## src/rtl/fetch_seq_pkg.sv

```systemverilog
`timescale 1ns/1ps
package fetch_seq_pkg;

    typedef enum logic [1:0] {
        POL_STALL = 2'd0,
        POL_PNT   = 2'd1,
        POL_DELAY = 2'd2,
        POL_RSVD  = 2'd3
    } policy_e;

    typedef enum logic [1:0] {
        ST_RUN  = 2'd0,
        ST_BUB1 = 2'd1,
        ST_BUB2 = 2'd2
    } fstate_e;

    typedef struct packed {
        logic valid;
        logic kill;
        logic branch;
    } stag_t;

endpackage

```

## src/rtl/fseq_ctrl.sv

```systemverilog
`timescale 1ns/1ps
module fseq_ctrl
    import fetch_seq_pkg::*;
(
    input  logic    clk,
    input  logic    rst,
    input  policy_e policy,
    input  logic    fetch_is_br,
    output logic    fetch_en,
    output logic    bubble
);

    fstate_e st_q;
    fstate_e st_d;
    logic    stall_pol;

    assign stall_pol = (policy == POL_STALL) || (policy == POL_RSVD);

    // next-state decision
    always_comb begin
        st_d = st_q;
        unique case (st_q)
            ST_RUN:  if (fetch_is_br && stall_pol) st_d = ST_BUB1;
            ST_BUB1: st_d = ST_BUB2;
            ST_BUB2: st_d = ST_RUN;
            default: st_d = ST_RUN;
        endcase
    end

    // state register
    always_ff @(posedge clk) begin
        if (rst) st_q <= ST_RUN;
        else     st_q <= st_d;
    end

    // outputs
    always_comb begin
        fetch_en = 1'b0;
        bubble   = 1'b0;
        unique case (st_q)
            ST_RUN:           fetch_en = 1'b1;
            ST_BUB1, ST_BUB2: bubble   = 1'b1;
            default:          bubble   = 1'b0;
        endcase
    end

endmodule

```

## src/rtl/fseq_stages.sv

```systemverilog
`timescale 1ns/1ps
module fseq_stages
    import fetch_seq_pkg::*;
#(
    parameter int unsigned PC_W = 32,
    parameter int unsigned NSTG = 2
) (
    input  logic            clk,
    input  logic            rst,
    input  logic            fetch_en,
    input  logic            fetch_is_br,
    input  logic [PC_W-1:0] fetch_pc,
    input  logic            squash,
    output logic [NSTG-1:0] valid_o,
    output logic [NSTG-1:0] kill_o,
    output logic            last_branch_o,
    output logic [PC_W-1:0] last_pc_o
);

    stag_t           tag_q [NSTG];
    logic [PC_W-1:0] pc_q  [NSTG];

    for (genvar i = 0; i < NSTG; i++) begin : g_stg
        stag_t           in_tag;
        logic [PC_W-1:0] in_pc;

        if (i == 0) begin : g_head
            always_comb begin
                in_tag.valid  = fetch_en;
                in_tag.kill   = fetch_en & squash;
                in_tag.branch = fetch_en & fetch_is_br;
                in_pc         = fetch_pc;
            end
        end else begin : g_body
            always_comb begin
                in_tag.valid  = tag_q[i-1].valid;
                in_tag.kill   = tag_q[i-1].kill | (tag_q[i-1].valid & squash);
                in_tag.branch = tag_q[i-1].branch;
                in_pc         = pc_q[i-1];
            end
        end

        always_ff @(posedge clk) begin
            if (rst) begin
                tag_q[i] <= '0;
                pc_q[i]  <= '0;
            end else begin
                tag_q[i] <= in_tag;
                pc_q[i]  <= in_pc;
            end
        end
    end

    always_comb begin
        for (int k = 0; k < NSTG; k++) begin
            valid_o[k] = tag_q[k].valid;
            kill_o[k]  = tag_q[k].kill;
        end
        last_branch_o = tag_q[NSTG-1].branch;
        last_pc_o     = pc_q[NSTG-1];
    end

endmodule

```

## src/rtl/fseq_waste.sv

```systemverilog
`timescale 1ns/1ps
module fseq_waste #(
    parameter int unsigned CNT_W = 16
) (
    input  logic             clk,
    input  logic             rst,
    input  logic             bubble,
    input  logic             squash,
    input  logic             fetch_en,
    input  logic             de_live,
    output logic [CNT_W-1:0] cnt_o
);

    logic [1:0]       inc;
    logic [CNT_W-1:0] cnt_q;

    always_comb begin
        inc = {1'b0, bubble};
        if (squash) inc = inc + {1'b0, fetch_en} + {1'b0, de_live};
    end

    always_ff @(posedge clk) begin
        if (rst) cnt_q <= '0;
        else     cnt_q <= cnt_q + CNT_W'(inc);
    end

    assign cnt_o = cnt_q;

endmodule

```

## src/rtl/fetch_seq.sv

```systemverilog
`timescale 1ns/1ps
module fetch_seq
    import fetch_seq_pkg::*;
#(
    parameter int unsigned     PC_W     = 32,
    parameter logic [PC_W-1:0] RESET_PC = '0,
    parameter int unsigned     CNT_W    = 16
) (
    input  logic             clk,
    input  logic             rst,
    input  logic [1:0]       mode_i,
    output logic [PC_W-1:0]  fetch_pc_o,
    output logic             fetch_valid_o,
    input  logic             fetch_is_br_i,
    input  logic             res_valid_i,
    input  logic             res_taken_i,
    input  logic [PC_W-1:0]  res_target_i,
    output logic             de_valid_o,
    output logic             de_kill_o,
    output logic             br_valid_o,
    output logic             br_kill_o,
    output logic [PC_W-1:0]  br_pc_o,
    output logic [CNT_W-1:0] waste_cnt_o
);

    localparam int unsigned     RES_STAGE = 3;
    localparam int unsigned     NSTG      = RES_STAGE - 1;
    localparam logic [PC_W-1:0] PC_STEP   = PC_W'(4);

    policy_e         policy;
    logic            fetch_en;
    logic            bubble;
    logic [NSTG-1:0] stg_valid;
    logic [NSTG-1:0] stg_kill;
    logic            br_branch;
    logic            br_live;
    logic            redirect;
    logic            squash;
    logic            de_live;
    logic [PC_W-1:0] pc_q;

    assign policy   = policy_e'(mode_i);
    assign br_live  = stg_valid[NSTG-1] & ~stg_kill[NSTG-1] & br_branch;
    assign redirect = br_live & res_valid_i & res_taken_i;
    assign squash   = redirect & (policy == POL_PNT);
    assign de_live  = stg_valid[0] & ~stg_kill[0];

    fseq_ctrl u_ctrl (
        .clk         (clk),
        .rst         (rst),
        .policy      (policy),
        .fetch_is_br (fetch_is_br_i),
        .fetch_en    (fetch_en),
        .bubble      (bubble)
    );

    fseq_stages #(.PC_W(PC_W), .NSTG(NSTG)) u_stages (
        .clk           (clk),
        .rst           (rst),
        .fetch_en      (fetch_en),
        .fetch_is_br   (fetch_is_br_i),
        .fetch_pc      (pc_q),
        .squash        (squash),
        .valid_o       (stg_valid),
        .kill_o        (stg_kill),
        .last_branch_o (br_branch),
        .last_pc_o     (br_pc_o)
    );

    fseq_waste #(.CNT_W(CNT_W)) u_waste (
        .clk      (clk),
        .rst      (rst),
        .bubble   (bubble),
        .squash   (squash),
        .fetch_en (fetch_en),
        .de_live  (de_live),
        .cnt_o    (waste_cnt_o)
    );

    always_ff @(posedge clk) begin
        if (rst)           pc_q <= RESET_PC;
        else if (redirect) pc_q <= res_target_i;
        else if (fetch_en) pc_q <= pc_q + PC_STEP;
    end

    assign fetch_pc_o    = pc_q;
    assign fetch_valid_o = fetch_en;
    assign de_valid_o    = stg_valid[0];
    assign de_kill_o     = stg_kill[0];
    assign br_valid_o    = stg_valid[NSTG-1];
    assign br_kill_o     = stg_kill[NSTG-1];

endmodule

```

## config.mk

```make
export PLATFORM = sky130hd
export DESIGN_NAME = fetch_seq
export DESIGN_NICKNAME = d
export VERILOG_FILES = /design/src/rtl/fetch_seq_pkg.sv /design/src/rtl/fseq_ctrl.sv /design/src/rtl/fseq_stages.sv /design/src/rtl/fseq_waste.sv /design/src/rtl/fetch_seq.sv
export SDC_FILE = /design/constraint.sdc
export NUM_CORES = 1
export LEC_CHECK = 0
export ABC_CLOCK_PERIOD_IN_PS = 4100
export BUFFER_PORTS_ARGS = -buffer_cell sky130_fd_sc_hd__buf_2
export CAP_MARGIN = 30
export CORE_MARGIN = 2
export CORE_UTILIZATION = 45
export CTS_CLUSTER_SIZE = 24
export DETAILED_ROUTE_END_ITERATION = 8
export PLACE_DENSITY = 0.78
export SLEW_MARGIN = 15
export SYNTH_ARGS = -nofsm -noshare
export SYNTH_HDL_FRONTEND = slang
export SYNTH_SLANG_ARGS = --single-unit
```

## constraint.sdc

```tcl
create_clock -name clk -period 4.1 [get_ports clk]
set_clock_uncertainty 0.05 [all_clocks]
set_input_delay 0.41 -clock clk [delete_from_list [all_inputs] [get_ports clk]]
set_output_delay 0.41 -clock clk [all_outputs]
set_load 0.05 [all_outputs]
```

==> impl_metrics.toml <==
[place]
port_buffers = 123
hpwl_mm = 6.86
place_congestion = 0.787
pre_cts_slack_ns = 0.685

[clocking]
htreeDepth = 4
cts_tree = "yes"
numCtsBuffers = 17
clockBufferDepth = 2
postCtsSetupBuffers = 0
path_clk_slew_ns = 0.06
cts_sinks = 120
hold_buffers = 0
cts_resized = 0
cts_root_buf = "clkbuf_8"
insertion_delay_ns = 0.51

[yosys]
synth-adder-area-share = 0.0257
syn_avg_cell_area_um2 = 9.80
yosys-top-cells-count = "dfxtp_1 (120), nor2b_1 (67), nor2_1 (46)"
async_reset_ff_frac = 0
synth_top_family_by_area = "simple AND/OR/NAND/NOR gates"
yosysWarnings = 0
synth_edf_count = 0
synth_seq_cells = 120
synth.area.mux_share = 0.00727
synth.net_count = 504
yosys.area.top_type_share = 0.537
synth-simple-area-share = 0.261
synth_xor_area_frac = 0.0450
synth.area.top_cells = "dfxtp_1 (54%), nor2b_1 (9.4%), nor2_1 (3.9%), xor2_1 (3.3%), a311oi_1 (2.9%)"
yosysTopAreaCell = "dfxtp_1"
dominantRegCellSynth = "dfxtp_1"
synth_cells = 457
netlist_area_um2 = 4480
synth_cell_types = 38
synth_compound_area_frac = 0.0945
yosysMostFrequentCell = "dfxtp_1"
synth-seq-area-share = 0.537

[timing]
slew_headroom = 0.426
setup_viol = 0
finalMaxSlewViolations = 0
setup_tns_ns = 0
layout_min_cycle_time_ns = 3.44
fin_crit_sh = 0.839
timing.final.ws_setup_ns = 0.661
fmaxAchievable_ghz = 0.291
hold_viol = 0
worstMarginPinSlew_ns = 0.860
rsz0062_at_grt = "false"

[pwr]
p_leak_uw = 0.00250
ir_worst_vdd_mv = 0.224
powerDensity_nw_per_um2 = 486

[floorplan]
coreArea_um2 = 9730
rows = 36
die_w_um = 104
initial_core_util = 0.460
die_area_um2 = 10800
fp.dieH_um = 104
io_pins = 124

[finish]
final_core_util = 0.595
nets = 624
multi_input_area_um2 = 1940
layout-drive-gt1-share = 0.273
seq_area_um2 = 2400
area_growth_pct = 29.2
fillCellCount = 866

[worst_hold_path]
min_from = "fetch_is_br_i"
hp-class = "input pin to flop"

[global_route]
grt_overflow = 0
gr-usage-met3 = 0.0585
antenna_found_initial = 1
grt_use_met2 = 0.320
grt_pass1_vias = 3567
gr-usage-met1 = 0.227
grt_pass1_wl_mm = 16.6
grt-busiest-layer = "met2"
grt_max_degree = 90
grt_usage = 0.192

[drt]
ant_nets = 0
wl_per_cell_um = 13.9
firstDrtPassIters = 4
remaining_drc_errors = 0
drt_wl_total_mm = 10.0
vias_per_cell = 5.03
dr.first_iter.drc_count = 177
vias = 3641

[setup_path]
critPathKind = "flop to flop"
required_ns = 4.48
cp_slowest_stage_delay_ns = 0.61
cp_max_fo = 12
crit_path_cell_trace = "inv_1 > ha_1 > fa_1 > mux2_2 > ha_1 > inv_1 > fa_1 > nand3b_1 > or2_2 > or4_1 > a21oi_1"
crit_start = "u_ctrl.st_q[0]"
reg2reg_from = "u_ctrl.st_q[0]"
end_kind = "flop"
slowest_stage = "fa_1"
worstPathArrival_ns = 3.82
cp-start-kind = "flop"

[job]
drv_cap = 0

[outcome]
status = "finished, final reports clean"
layer usage:
metal | wire length [um] | vias up
met5 | 0 | -
met4 | 184 | 0
met3 | 476 | 20
met2 | 4820 | 95
met1 | 4560 | 1691
li1 | - | 1835
layout make-up:
class                   instances  share of cell area
clock buffers                  23              0.0790
multi-input cells             303               0.336
flip-flops and latches        120               0.415
clock inverters                 9              0.0212
inverters                      10             0.00649
repair buffers                125               0.113
well taps                     133              0.0288
diodes                          1            0.000433
worst max-delay path: cells and delay by family (launching register included):
family                   cells  cell delay (ns)
adder cells (fa/ha/maj)      4             1.53
AND/OR/NAND/NOR              3             1.01
flip-flops                   1             0.35
multiplexers                 1             0.15
AO/OA/AOI/OAI                1             0.14
buffers and inverters        2             0.13
where the power goes:
group / switching, uW / internal (uW) / total, uW
Clock: 486 / 951 / 1440
Combinational: 111 / 52.8 / 164
Sequential: 20.7 / 1190 / 1210
state kept, by name (all words and copies together), names as in the netlist:
| signal | cells |
|---|---|
| u_stages.pc_q | 64 |
| fetch_pc_o | 32 |
| u_waste.cnt_o | 16 |
| u_stages.tag_q | 6 |
| u_ctrl.st_q | 2 |
final timing paths:
kind                                        endpoint  slack [ns]  cells past startpoint
worst max-delay path               u_waste.cnt_o[14]        0.66                     11
worst min register to register   u_stages.pc_q[1][9]        0.38                      1
worst min-delay path            u_stages.tag_q[0][0]        0.09                      2
worst max register to register     u_waste.cnt_o[14]        0.66                     11
kinds of logic (layout without fill, tap and decap cells):
family                   count (synthesis)  in the layout
AO/OA/AOI/OAI                           59             59
adder cells (fa/ha/maj)                  8              8
other                                    0              1
multiplexers                             3              3
AND/OR/NAND/NOR                        210            210
buffers and inverters                   34            167
XOR/XNOR                                23             23
flip-flops                             120            120
metrics by stage:
stage | power (uW) | cell area, um2 | std cells | hold slack (ns)
after floorplan | 1350 | 4480 | 457 | 0.364
after global placement | 1390 | 5170 | 690 | 0.365
after detailed placement | 1400 | 5200 | 691 | 0.371
after CTS | 2840 | 5780 | 723 | 0.0760
after global routing | 2910 | 5780 | 724 | 0.0808
final | 2810 | 5780 | 724 | 0.0871
cell usage in the layout (no fill, tap or decap), drive strengths merged, types with 3 or more instances in the layout:
cell type  count
clkinv         5
or3            9
a211oi        15
clkbuf        23
xor2          17
xnor2          6
bufinv         3
and3           7
nand2         25
inv           10
a311oi        15
dfxtp        120
o21ai          8
and4           7
nor2b         67
nand4         14
or4           10
a21oi          8
ha             6
nor2          46
nand3         14
buf          125
o31ai         10
(Power assumes the default switching activity.)
